`config.mk`:
```
export PLATFORM = sky130hd
export DESIGN_NAME = sfifo_wr_master
export DESIGN_NICKNAME = d
export VERILOG_FILES = /design/src/rtl/sfifo_wr_pkg.sv /design/src/rtl/sfifo_wr_credit.sv /design/src/rtl/sfifo_wr_seq.sv /design/src/rtl/sfifo_wr_master.sv
export SDC_FILE = /design/constraint.sdc
export NUM_CORES = 1
export LEC_CHECK = 0
export BUFFER_PORTS_ARGS = -buffer_cell sky130_fd_sc_hd__buf_2
export CORE_MARGIN = 2
export CORE_UTILIZATION = 43
export CTS_CLUSTER_SIZE = 20
export DETAILED_ROUTE_END_ITERATION = 7
export PLACE_DENSITY_LB_ADDON = 0.08
export SETUP_SLACK_MARGIN = 0.02
export SLEW_MARGIN = 20
export SYNTH_ARGS = -nofsm -noshare
export SYNTH_HDL_FRONTEND = slang
export SYNTH_SLANG_ARGS = --single-unit
```
`constraint.sdc`:
```
create_clock -name clk -period 1.97 [get_ports clk]
set_clock_uncertainty 0.1 [all_clocks]
set_input_delay 0.0985 -clock clk [delete_from_list [all_inputs] [get_ports clk]]
set_output_delay 0.0985 -clock clk [all_outputs]
set_load 0.01 [all_outputs]
```
`src/rtl/sfifo_wr_pkg.sv`:
```
package sfifo_wr_pkg;

   typedef enum logic [1:0] {
      ST_IDLE   = 2'd0,
      ST_SETUP  = 2'd1,
      ST_ACTIVE = 2'd2,
      ST_HOLD   = 2'd3
   } wr_state_t;

   localparam int unsigned MAX_FLAG_LAT = 16;

endpackage

```
`src/rtl/sfifo_wr_credit.sv`:
```
module sfifo_wr_credit #(
   parameter int unsigned FLAG_LAT = 3,
   parameter int unsigned WM_W     = 3
) (
   input  logic            clk,
   input  logic            rst_n,
   input  logic            wr_issue,
   input  logic            full_n,
   input  logic [WM_W-1:0] cfg_wm,
   output logic            can_write
);

   localparam int unsigned CNT_W = $clog2(FLAG_LAT + 1);
   localparam int unsigned CMP_W = (CNT_W > WM_W) ? CNT_W : WM_W;

   logic [FLAG_LAT-1:0] hist;
   logic [CNT_W-1:0]    inflight;
   logic [CMP_W-1:0]    inflight_x;
   logic [CMP_W-1:0]    wm_x;

   // history of writes the slave flag cannot have seen yet
   generate
      if (FLAG_LAT == 1) begin : g_hist_one
         always_ff @(posedge clk) begin
            if (!rst_n) hist <= '0;
            else        hist <= wr_issue;
         end
      end else begin : g_hist_shift
         always_ff @(posedge clk) begin
            if (!rst_n) hist <= '0;
            else        hist <= {hist[FLAG_LAT-2:0], wr_issue};
         end
      end
   endgenerate

   always_comb begin
      inflight   = CNT_W'($countones(hist));
      inflight_x = CMP_W'(inflight);
      wm_x       = CMP_W'(cfg_wm);
      can_write  = full_n && (inflight_x < wm_x);
   end

endmodule

```
`src/rtl/sfifo_wr_seq.sv`:
```
module sfifo_wr_seq
   import sfifo_wr_pkg::*;
#(
   parameter int unsigned DATA_W = 16,
   parameter int unsigned ADDR_W = 2,
   parameter int unsigned HOLD_W = 3
) (
   input  logic              clk,
   input  logic              rst_n,
   input  logic [ADDR_W-1:0] cfg_addr,
   input  logic [HOLD_W-1:0] cfg_hold,
   input  logic              s_valid,
   output logic              s_ready,
   input  logic [DATA_W-1:0] s_data,
   input  logic              s_last,
   input  logic              s_empty,
   input  logic              can_write,
   output logic              wr_issue,
   output logic [ADDR_W-1:0] addr_q,
   output logic              cs_n_q,
   output logic              wr_n_q,
   output logic              eop_n_q,
   output logic [DATA_W-1:0] data_q
);

   wr_state_t         st;
   logic [HOLD_W-1:0] hold_cnt;
   logic              accept;
   logic              same_port;

   always_comb begin
      s_ready   = (st == ST_ACTIVE) && can_write;
      accept    = s_valid && s_ready;
      wr_issue  = accept && !s_empty;
      same_port = (cfg_addr == addr_q);
   end

   always_ff @(posedge clk) begin
      if (!rst_n) begin
         st       <= ST_IDLE;
         hold_cnt <= '0;
         addr_q   <= '0;
         cs_n_q   <= 1'b1;
         wr_n_q   <= 1'b1;
         eop_n_q  <= 1'b1;
         data_q   <= '0;
      end else begin
         wr_n_q  <= 1'b1;
         eop_n_q <= 1'b1;
         unique case (st)
            ST_IDLE: begin
               if (s_valid) begin
                  addr_q <= cfg_addr;
                  cs_n_q <= 1'b0;
                  st     <= ST_SETUP;
               end
            end
            ST_SETUP: begin
               st <= ST_ACTIVE;
            end
            ST_ACTIVE: begin
               if (accept) begin
                  wr_n_q  <= s_empty;
                  eop_n_q <= !s_last;
                  if (!s_empty) data_q <= s_data;
                  if (s_last) begin
                     st       <= ST_HOLD;
                     hold_cnt <= cfg_hold;
                  end
               end
            end
            ST_HOLD: begin
               if (s_valid && same_port) begin
                  st <= ST_ACTIVE;
               end else if (hold_cnt == '0) begin
                  cs_n_q <= 1'b1;
                  st     <= ST_IDLE;
               end else begin
                  hold_cnt <= hold_cnt - 1'b1;
               end
            end
            default: st <= ST_IDLE;
         endcase
      end
   end

endmodule

```
`src/rtl/sfifo_wr_master.sv`:
```
module sfifo_wr_master
   import sfifo_wr_pkg::*;
#(
   parameter int unsigned DATA_W       = 16,
   parameter int unsigned ADDR_W       = 2,
   parameter int unsigned FLAG_LAT     = 3,
   parameter int unsigned WM_W         = 3,
   parameter int unsigned HOLD_W       = 3,
   parameter int unsigned SHORT_PKT_EN = 1
) (
   input  logic              clk,
   input  logic              rst_n,
   input  logic [ADDR_W-1:0] cfg_addr,
   input  logic [WM_W-1:0]   cfg_wm,
   input  logic [HOLD_W-1:0] cfg_hold,
   input  logic              s_valid,
   output logic              s_ready,
   input  logic [DATA_W-1:0] s_data,
   input  logic              s_last,
   input  logic              s_empty,
   input  logic              full_n,
   output logic [ADDR_W-1:0] fifo_addr,
   output logic              cs_n,
   output logic              wr_n,
   output logic              pktend_n,
   output logic [DATA_W-1:0] fifo_data
);

   initial begin
      if (FLAG_LAT < 1 || FLAG_LAT > MAX_FLAG_LAT)
         $fatal(1, "FLAG_LAT out of range");
      if (DATA_W < 1 || ADDR_W < 1 || WM_W < 1 || HOLD_W < 1)
         $fatal(1, "widths must be positive");
      if (SHORT_PKT_EN > 1)
         $fatal(1, "SHORT_PKT_EN must be 0 or 1");
   end

   logic can_write;
   logic wr_issue;
   logic eop_n_q;

   sfifo_wr_credit #(
      .FLAG_LAT (FLAG_LAT),
      .WM_W     (WM_W)
   ) u_credit (
      .clk       (clk),
      .rst_n     (rst_n),
      .wr_issue  (wr_issue),
      .full_n    (full_n),
      .cfg_wm    (cfg_wm),
      .can_write (can_write)
   );

   sfifo_wr_seq #(
      .DATA_W (DATA_W),
      .ADDR_W (ADDR_W),
      .HOLD_W (HOLD_W)
   ) u_seq (
      .clk       (clk),
      .rst_n     (rst_n),
      .cfg_addr  (cfg_addr),
      .cfg_hold  (cfg_hold),
      .s_valid   (s_valid),
      .s_ready   (s_ready),
      .s_data    (s_data),
      .s_last    (s_last),
      .s_empty   (s_empty),
      .can_write (can_write),
      .wr_issue  (wr_issue),
      .addr_q    (fifo_addr),
      .cs_n_q    (cs_n),
      .wr_n_q    (wr_n),
      .eop_n_q   (eop_n_q),
      .data_q    (fifo_data)
   );

   // variant select: end-of-packet strobe driven or tied inactive
   generate
      if (SHORT_PKT_EN != 0) begin : g_eop
         assign pktend_n = eop_n_q;
      end else begin : g_no_eop
         assign pktend_n = 1'b1;
      end
   endgenerate

endmodule

```
==> results of run 1 <==
[metal layers]
layer | global-route usage [%] | up-vias | wire, microns
li1 | - | 642 | -
met1 | 20.83 | 562 | 1326
met2 | 33.91 | 43 | 1575
met3 | 5.240 | 5 | 175
met4 | 10.71 | 0 | 42
met5 | 0 | - | 0
[stage by stage]
stage               TNS, ns  cells  total power, mW
floorplan            -1.338    146           0.6971
global placement     -2.266    223           0.7457
finish               -3.080    260            1.157
CTS                  -3.600    262            1.167
global route         -5.361    260            1.219
detailed placement   -3.560    223           0.7508
[flip-flops by register name (all words and copies together), names as in the netlist]
name	cells
u_seq.hold_cnt	3
u_seq.cs_n_q	1
u_seq.wr_n_q	1
u_seq.addr_q	2
u_credit.hist	3
u_seq.st	2
u_seq.eop_n_q	1
u_seq.data_q	16
[how the worst min path moves through the flow]
stage	from	end	slack, ns	cells past startpoint
after floorplan	s_valid	u_seq.eop_n_q	0.07	1
after CTS	cfg_hold[2]	u_seq.hold_cnt[2]	0.009	3
final	cfg_hold[2]	u_seq.hold_cnt[2]	0.01	3
after global routing	cfg_hold[2]	u_seq.hold_cnt[2]	0.04	3
after global placement	s_last	u_seq.eop_n_q	0.21	2
after detailed placement	s_last	u_seq.eop_n_q	0.22	2
[cell families (layout without fill, tap and decap cells)]
group	Yosys count	count (layout)	share of synthesized area [%]
flops	29	29	43.94
xor+xnor	2	2	1.326
buf+inv	18	99	7.102
mux	19	19	14.39
fa+ha+maj	4	4	4.356
compound gates	17	17	9.470
simple gates	57	57	19.41
[cell usage in the layout (no fill, tap or decap), types with 2 or more instances in the layout]
cell type / n
and2_1: 3
inv_1: 6
nand2_1: 43
xnor2_1: 2
ha_1: 2
dfxtp_1: 26
dlygate4sd3_1: 22
o21ai_0: 4
buf_2: 50
dfxtp_2: 3
a21oi_1: 2
a311oi_1: 2
clkbuf_4: 5
a21boi_0: 2
mux2i_1: 19
buf_4: 4
inv_2: 3
buf_6: 5
o211ai_1: 3
[what timing repair did]
action                                 4_1_cts  5_1_grt
buffers inserted                             8        1
cloned                                       3        0
pin swaps                                    7        5
endpoints found under the hold margin       22        0
setup endpoints to repair                   22       23
gates resized for setup                     10        4
hold buffers                                22        0
[area by class of cell]
type	instances	area, sq um	share of cell area [%]
multi-input combinational	99	694.4	34.49
timing repair buffer	83	604.3	30.02
sequential	29	584.3	29.02
clock buffer	7	55.05	2.735
tap	33	41.29	2.051
inverter	9	33.78	1.678
[critical path, cell delays in order, from the launching register on]
cell and delay, ns:
dfxtp_2 0.33, inv_2 0.04, fa_2 0.37, inv_2 0.07, ha_4 0.19, nand2b_4 0.08, o211ai_4 0.10, buf_4 0.14
buf_6 0.11, nor2_4 0.09, buf_6 0.11
[power groups by stage]
stage               Sequential [mW]  Clock (mW)  Combinational, mW
floorplan                     0.624           0             0.0733
global placement              0.627           0              0.119
detailed placement            0.628           0              0.123
CTS                           0.614       0.378              0.175
global route                  0.617       0.406              0.196
finish                        0.614       0.364              0.178
==> impl_metrics.env, run 1 <==
export IMPL_grt_overflow=0
export IMPL_switching_share_pct=24.95
export IMPL_critPathLaunch="u_credit.hist[2]"
export IMPL_period_needed_ns=2.158
export IMPL_path_clk_slew_ns=0.09
export IMPL_synth_edf_count=0
export IMPL_cp_end_kind="output pin"
export IMPL_grt_max_degree=49
export IMPL_crit_type="register to output pin"
export IMPL_worst_ep_required_time_ns=1.77
export IMPL_seqPwrFrac_pct=53.1
export IMPL_power_frac_comb_pct=15.4
export IMPL_ys_seq_elements=29
export IMPL_fillers=232
export IMPL_drive_gt1_share_pct=35.68
export IMPL_route_detailed_drc=0
export IMPL_p_int_uw=868.1
export IMPL_drt_wl_total_microns=3119
export IMPL_cts_max_level=2
export IMPL_dp_slack_ns=-0.2048
export IMPL_crit_fanout=2
export IMPL_die_w_microns=59.43
export IMPL_yosys_most_used_dff="dfxtp_1"
export IMPL_synth_most_common_cell="nand2_1"
export IMPL_ys_types=30
export IMPL_fp_dieH_microns=59.43
export IMPL_max_slew_margin_pct=49.17
export IMPL_power_density_nw_per_um2=574.5
export IMPL_ff2ff_setup_slack_ns=-0.17
export IMPL_ios=52
export IMPL_nets=261
export IMPL_num_rows=20
export IMPL_post_route_util_pct=67.61
export IMPL_cellLeakagePower_nw=0.8714
export IMPL_p_sw_uw=288.6
export IMPL_critical_path_endpoint="s_ready"
export IMPL_tritoncts="built"
export IMPL_synth_area_leaders="dfxtp_1 44%, mux2i_1 14%, nand2_1 12%"
export IMPL_syn_to_final_growth_pct=52.37
export IMPL_clk_latency_ns=0.32
export IMPL_status="complete, but fails checks"
export IMPL_fmax_mhz=463.4
export IMPL_gp_congestion=0.8220
export IMPL_ant_nets=0
export IMPL_rsz0062_at_grt="true"
export IMPL_fin_crit_sh_pct=109.5
export IMPL_placed_area_sq_um=1599
export IMPL_initial_core_util_pct=44.37
export IMPL_yosysWarnings=0
export IMPL_final_area_sq_um=2013
export IMPL_core_sq_um=2978
export IMPL_cts_made_buffers=5
export IMPL_worst_r2r_cell_count=10
export IMPL_critPathLaunchType="register"
export IMPL_reg2reg_from="u_credit.hist[2]"
export IMPL_antenna_found_initial=0
export IMPL_dr_pass1_iters=5
export IMPL_antenna_cells=0
export IMPL_clock_sinks=29
export IMPL_syn_area_sq_um=1321
export IMPL_grt_pass1_vias=1145
export IMPL_synthesis_nets=180
export IMPL_cts_root_buffer="clkbuf_4"
export IMPL_ys_seq_area_share_pct=43.94
export IMPL_cts_buffer_depth=2
export IMPL_violations="negative setup slack"
export IMPL_netlist_instances=146
export IMPL_worst_pin_slew_ns=0.7625
export IMPL_finalMaxSlewViolations=0
export IMPL_io_buffers=51
export IMPL_grt_pass1_wl_microns=4899
export IMPL_synth_top_area_share_pct=43.94
export IMPL_reg2reg_to="u_seq.data_q[0]"
export IMPL_drt_iter0_markers=43
export IMPL_hold_violations=0
export IMPL_peakVddDrop_mv=0.3098
export IMPL_setup_ws_ns=-0.1880
export IMPL_arrival_ns=1.96
export IMPL_holdWs_ns=0.01436
export IMPL_die_area_sq_um=3532
export IMPL_syn_avg_cell_area_sq_um=9.050
export IMPL_maxCapViolations=0
export IMPL_via_count=1252
export IMPL_wl_per_cell_microns=12.00
export IMPL_yosys_area_top_type="dfxtp_1"
export IMPL_grt_total_usage_pct=19.37
export IMPL_ys_top_cells_by_count="43 x nand2_1, 29 x dfxtp_1, 19 x mux2i_1"
export IMPL_worstHoldPathType="primary input to register"
export IMPL_setup_violations_final=23
export IMPL_dp_hpwl_microns=1852
export IMPL_p_clk_share_pct=31.5
export IMPL_avgViaCountPerCell=4.815
export IMPL_synthArstFlopShare_pct=0
Note: power is estimated with default switching activity, not from simulation.
==> run 2: changes to the inputs <==
CAP_MARGIN = 15   (was unset)
CORE_UTILIZATION = 42   (was 43)
GPL_TIMING_DRIVEN = 1   (was unset)
SYNTH_HIERARCHICAL = 1   (was unset)
==> impl_metrics.env, run 2 <==
export IMPL_status="complete, but fails checks"
export IMPL_violations="negative setup slack"
export IMPL_ios=52
export IMPL_path_clk_slew_ns=0.09
export IMPL_core_sq_um=3003
export IMPL_drt_iter0_markers=26
export IMPL_grt_total_usage_pct=21.55
export IMPL_p_int_uw=833.5
export IMPL_worst_pin_slew_ns=0.2986
export IMPL_power_mw=1.139
export IMPL_grt_pass1_wl_microns=5630
export IMPL_grt_overflow=0
export IMPL_synth_most_common_cell="nand2_1"
export IMPL_grt_max_degree=20
export IMPL_worst_path_largest_cell_delay_ns=0.43
export IMPL_max_slew_margin_pct=80.10
export IMPL_rsz0062_at_grt="true"
export IMPL_fmax_mhz=399.7
export IMPL_yosysWarnings=6
export IMPL_wl_met3_microns=175
export IMPL_switching_share_pct=26.84
export IMPL_initial_core_util_pct=43.37
export IMPL_syn_area_sq_um=1302
export IMPL_worst_ep_required_time_ns=2.09
export IMPL_num_rows=20
export IMPL_holdWs_ns=0.04334
export IMPL_ys_top_cells_by_count="34 x nand2_1, 29 x dfxtp_1, 12 x a21oi_1"
export IMPL_die_w_microns=59.69
export IMPL_synthesis_nets=185
export IMPL_fillers=239
export IMPL_avgViaCountPerCell=4.739
export IMPL_p_sw_uw=305.7
export IMPL_wl_per_cell_microns=13.26
export IMPL_route_detailed_drc=0
export IMPL_mostFrequentLayoutCell="buf_2"
export IMPL_finalMaxSlewViolations=0
export IMPL_yosys_area_top_type="dfxtp_1"
export IMPL_setup_violations_final=24
export IMPL_cellLeakagePower_nw=0.9809
export IMPL_yosys_most_used_dff="dfxtp_1"
export IMPL_cts_made_buffers=5
export IMPL_io_buffers=51
export IMPL_clk_latency_ns=0.33
export IMPL_maxCapViolations=0
export IMPL_reg_top3="u_seq/data_q x16, u_credit/hist x3, u_seq/hold_cnt x3"
export IMPL_wl_met1_microns=1505
export IMPL_cts_buffer_depth=2
export IMPL_period_needed_ns=2.502
export IMPL_fin_crit_sh_pct=127.0
export IMPL_largest_register="u_seq/data_q"
export IMPL_largest_reg_flops=16
export IMPL_worstHoldPathType="primary input to register"
export IMPL_power_frac_comb_pct=16.2
export IMPL_syn_avg_cell_area_sq_um=8.626
export IMPL_path_cells="inv_2 > fa_2 > inv_2 > ha_4 > nor2b_4 > a221oi_4 > nand2_2 > or3_4 > buf_12 > buf_16 > nand2_2 > a21oi_1"
export IMPL_crit_fanout=4
export IMPL_syn_to_final_growth_pct=70.89
export IMPL_ys_seq_area_share_pct=44.57
export IMPL_antenna_cells=0
export IMPL_peakVddDrop_mv=0.4489
export IMPL_grt_pass1_vias=1309
export IMPL_ff2ff_setup_slack_ns=-0.53
export IMPL_crit_type="register to register"
export IMPL_critPathLaunchType="register"
export IMPL_layout_common_cells="50 x buf_2, 26 x dfxtp_1, 23 x dlygate4sd3_1"
export IMPL_drt_wl_total_microns=3608
export IMPL_antenna_found_initial=0
export IMPL_ys_types=31
export IMPL_cts_root_buffer="clkbuf_4"
export IMPL_slowest_stage="or3_4"
export IMPL_synth_area_leaders="dfxtp_1 45%, nand2_1 9.8%, a21oi_2 5.4%"
export IMPL_nets=272
export IMPL_seqPwrFrac_pct=53.3
export IMPL_p_clk_share_pct=30.5
export IMPL_clock_sinks=29
export IMPL_synth_edf_count=0
export IMPL_synthArstFlopShare_pct=0
export IMPL_hold_violations=0
export IMPL_via_count=1289
export IMPL_cts_max_level=2
export IMPL_top_layer="met4"
export IMPL_die_area_sq_um=3563
export IMPL_ant_nets=0
export IMPL_tritoncts="built"
export IMPL_setup_ws_ns=-0.5320
export IMPL_ys_seq_elements=29
export IMPL_wl_met2_microns=1883
export IMPL_dp_slack_ns=-0.5863
export IMPL_synth_top_area_share_pct=44.57
export IMPL_netlist_instances=151
export IMPL_power_density_nw_per_um2=511.8
export IMPL_fp_dieH_microns=59.69
export IMPL_drive_gt1_share_pct=53.14
export IMPL_gp_congestion=0.7325
export IMPL_cp_end_kind="register"
export IMPL_arrival_ns=2.62
export IMPL_dp_hpwl_microns=2007
export IMPL_dr_pass1_iters=4
## run 2: cell types whose count changed in the layout (fill, tap and decap cells not counted), moves of 3 or more
cell | before | now
mux2i_1 | 19 | 2
nand2_2 | 0 | 14
nor2_1 | 1 | 6
a21oi_1 | 2 | 5
nand2_4 | 0 | 11
nand2_1 | 43 | 18
buf_6 | 5 | 2
a21oi_2 | 0 | 15
## run 2: worst paths after layout
check	startpoint	endpoint	depth (start not counted)
setup reg to reg	u_credit/hist[2]	u_seq/data_q[10]	12
hold reg to reg	u_credit/hist[1]	u_credit/hist[2]	1
hold / removal	cfg_hold[2]	u_seq/hold_cnt[2]	4
setup / recovery	u_credit/hist[2]	u_seq/data_q[10]	12
## run 2: cell type report
| cell class | instances | area [sq um] | area share [%] |
|---|---|---|---|
| multi-input cells | 103 | 798.3 | 35.86 |
| repair buffers | 84 | 635.6 | 28.56 |
| flip-flops and latches | 29 | 584.3 | 26.25 |
| inverters | 12 | 71.32 | 3.204 |
| repair inverters | 3 | 43.79 | 1.967 |
| clock buffers | 6 | 41.29 | 1.855 |
| well taps | 33 | 41.29 | 1.855 |
| clock inverters | 2 | 10.01 | 0.4497 |
## run 2: worst max-delay path: cells and delay by family, from the launching register on
kind | cells | cell delay [ns]
compound gates | 2 | 0.30
buf+inv | 4 | 0.39
flops | 1 | 0.33
fa+ha+maj | 2 | 0.56
simple gates | 4 | 0.70
## run 2: cell families after synthesis
logic type,Yosys count,synth area share [%]
mux,2,1.537
buf+inv,19,8.166
fa+ha+maj,4,4.419
simple gates,64,23.53
flops,29,44.57
xor+xnor,2,1.345
compound gates,31,16.43
## run 2: metal layers
metal / vias up / track usage, %
met1: 581 / 24.90
li1: 667 / -
met3: 5 / 7.576
met4: 0 / 7.619
met2: 36 / 36.65
met5: - / 0
## run 2: power by group through the flow
| stage | sequential [mW] | clock, mW | combinational [mW] |
|---|---|---|---|
| global placement | 0.619 | 0 | 0.117 |
| finish | 0.607 | 0.347 | 0.185 |
| CTS | 0.606 | 0.360 | 0.169 |
| detailed placement | 0.620 | 0 | 0.118 |
| floorplan | 0.622 | 0 | 0.0623 |
| global route | 0.610 | 0.389 | 0.202 |
## run 2: what timing repair did
action / in CTS / in global routing
pin swaps: 17 / 16
setup endpoints to repair: 24 / 24
gates resized for setup: 27 / 23
endpoints found under the hold margin: 23 / 0
cloned: 4 / 1
setup buffers: 2 / 2
hold buffers: 23 / 0
## run 2: metrics by stage
step / utilization [%] / TNS, ns / cell area (sq um) / cells
3_5_place_dp: 53.79 / -10.51 / 1615 / 232
5_1_grt: 74.13 / -12.67 / 2226 / 272
4_1_cts: 70.25 / -10.14 / 2110 / 269
6_report: 74.13 / -10.59 / 2226 / 272
2_1_floorplan: - / -7.955 / 1339 / 151
3_3_place_gp: 53.79 / -9.960 / 1615 / 232
==> run 3: changes to the inputs <==
MAX_ROUTING_LAYER = met4   (was unset)
==> impl_metrics.env, run 3 (same netlist as run 2, synthesis figures left out) <==
export IMPL_reg_top3="u_seq/data_q x16, u_credit/hist x3, u_seq/hold_cnt x3"
export IMPL_grt_total_usage_pct=22.18
export IMPL_cts_made_buffers=5
export IMPL_final_area_sq_um=2226
export IMPL_worst_ep_required_time_ns=2.09
export IMPL_fin_crit_sh_pct=127.0
export IMPL_drive_gt1_share_pct=53.14
export IMPL_nets=272
export IMPL_reg2reg_from="u_credit/hist[2]"
export IMPL_fmax_mhz=399.7
export IMPL_path_clk_slew_ns=0.09
export IMPL_use_met1_pct=25.03
export IMPL_largest_reg_flops=16
export IMPL_fp_dieH_microns=59.69
export IMPL_cts_buffer_depth=2
export IMPL_power_density_nw_per_um2=511.8
export IMPL_slowest_stage="or3_4"
export IMPL_hold_violations=0
export IMPL_holdPathStages=4
export IMPL_grt_pass1_vias=1310
export IMPL_mostFrequentLayoutCell="buf_2"
export IMPL_clk_latency_ns=0.33
export IMPL_hold_start="cfg_hold[2]"
export IMPL_avgViaCountPerCell=4.739
export IMPL_holdWs_ns=0.04338
export IMPL_maxCapViolations=0
export IMPL_met2_usage_pct=36.65
export IMPL_power_mw=1.139
export IMPL_grt_max_degree=20
export IMPL_arrival_ns=2.62
export IMPL_wl_per_cell_microns=13.19
export IMPL_grt_overflow=0
export IMPL_worst_pin_slew_ns=0.2982
export IMPL_via_count=1289
export IMPL_drt_iter0_markers=20
export IMPL_crit_type="register to register"
export IMPL_grt_pass1_wl_microns=5630
export IMPL_ios=52
export IMPL_critPathLaunchType="register"
export IMPL_dp_cells=232
export IMPL_antenna_cells=0
export IMPL_ant_nets=0
export IMPL_setup_ws_ns=-0.5319
export IMPL_status="complete, but fails checks"
export IMPL_worstHoldPathType="primary input to register"
export IMPL_cts_max_level=2
export IMPL_syn_to_final_growth_pct=70.89
export IMPL_ff2ff_setup_slack_ns=-0.53
export IMPL_ff_latch_area_sq_um=584.3
export IMPL_worst_path_largest_cell_delay_ns=0.43
export IMPL_die_area_sq_um=3563
export IMPL_rsz0062_at_grt="true"
export IMPL_placed_area_sq_um=1615
export IMPL_setup_violations_final=24
export IMPL_peakVddDrop_mv=0.4488
export IMPL_critPathTopFamily="simple AND/OR/NAND/NOR gates"
export IMPL_die_w_microns=59.69
export IMPL_period_needed_ns=2.502
export IMPL_gp_congestion=0.7414
export IMPL_path_cells="inv_2 > fa_2 > inv_2 > ha_4 > nor2b_4 > a221oi_4 > nand2_2 > or3_4 > buf_12 > buf_16 > nand2_2 > a21oi_1"
export IMPL_grt_busiest_layer="met2"
export IMPL_holdPathEnd="u_seq/hold_cnt[2]"
export IMPL_core_sq_um=3003
export IMPL_cp_end_kind="register"
export IMPL_dp_hpwl_microns=2007
export IMPL_max_slew_margin_pct=80.12
export IMPL_reg2reg_to="u_seq/data_q[10]"
export IMPL_layout_common_cells="50 x buf_2, 26 x dfxtp_1, 23 x dlygate4sd3_1"
export IMPL_violations="negative setup slack"
export IMPL_tritoncts="built"
export IMPL_largest_register="u_seq/data_q"
export IMPL_dr_pass1_iters=4
export IMPL_multi_input_area_sq_um=798.3
export IMPL_post_route_util_pct=74.13
export IMPL_drt_wl_total_microns=3588
export IMPL_cts_root_buffer="clkbuf_4"
export IMPL_worst_r2r_cell_count=12
export IMPL_initial_core_util_pct=43.37
export IMPL_io_buffers=51
export IMPL_crit_fanout=4
export IMPL_fillers=239
export IMPL_cellLeakagePower_nw=0.9809
export IMPL_critPathBufInv=4
export IMPL_use_met3_pct=7.359
export IMPL_clock_sinks=29
export IMPL_instances_no_fill=272
export IMPL_num_rows=20
export IMPL_route_detailed_drc=0
export IMPL_finalMaxSlewViolations=0
export IMPL_antenna_found_initial=0
-- run 3: stage by stage --
step / setup slack (ns) / TNS [ns]
finish: -0.5319 / -10.58
global route: -0.6145 / -12.67
detailed placement: -0.5863 / -10.51
floorplan: -0.4473 / -7.955
CTS: -0.5057 / -10.14
global placement: -0.5239 / -9.960
-- run 3: worst max path at each step --
| stage | from | endpoint | slack, ns | depth (start not counted) |
|---|---|---|---|---|
| after floorplan | u_credit/hist[0] | u_seq/data_q[0] | -0.45 | 13 |
| after CTS | u_credit/hist[2] | u_seq/data_q[4] | -0.51 | 12 |
| after global placement | u_credit/hist[0] | u_seq/data_q[15] | -0.52 | 12 |
| final | u_credit/hist[2] | u_seq/data_q[10] | -0.53 | 12 |
| after detailed placement | u_credit/hist[0] | u_seq/data_q[8] | -0.59 | 12 |
| after global routing | u_credit/hist[2] | u_seq/data_q[10] | -0.61 | 12 |
-- run 3: worst reg2reg max path: stages, from the launching register on --
cell	delay, ns
dfxtp_2	0.33
inv_2	0.04
fa_2	0.37
inv_2	0.08
ha_4	0.19
nor2b_4	0.13
a221oi_4	0.24
nand2_2	0.08
or3_4	0.43
buf_12	0.15
buf_16	0.14
nand2_2	0.06
a21oi_1	0.06
-- run 3: power by group --
group | internal (mW) | switching (mW) | leakage, nW | total, mW
clock network | 0.136 | 0.212 | 0.0320 | 0.348
logic | 0.100 | 0.0839 | 0.713 | 0.184
registers | 0.597 | 0.00971 | 0.236 | 0.607
-- run 3: layer usage --
layer  routed length [microns]  up-vias
li1                          -      668
met1                      1488      581
met2                      1880       34
met3                       171        6
met4                        48        0
met5                         0        -
-- run 3: repair_timing --
action                                 CTS  global route
hold buffers                            23             0
buffers inserted                         2             2
resized for setup                       27            23
pin swaps                               17            16
setup endpoints to repair               24            24
cloned                                   4             1
endpoints found under the hold margin   23             0
-- run 3: final cells by class --
| cell class | instances | share of cell area [%] |
|---|---|---|
| Multi-Input combinational cell | 103 | 35.86 |
| Timing Repair Buffer | 84 | 28.56 |
| Sequential cell | 29 | 26.25 |
| Inverter | 12 | 3.204 |
| Timing Repair inverter | 3 | 1.967 |
| Clock buffer | 6 | 1.855 |
| Tap cell | 33 | 1.855 |
| Clock inverter | 2 | 0.4497 |
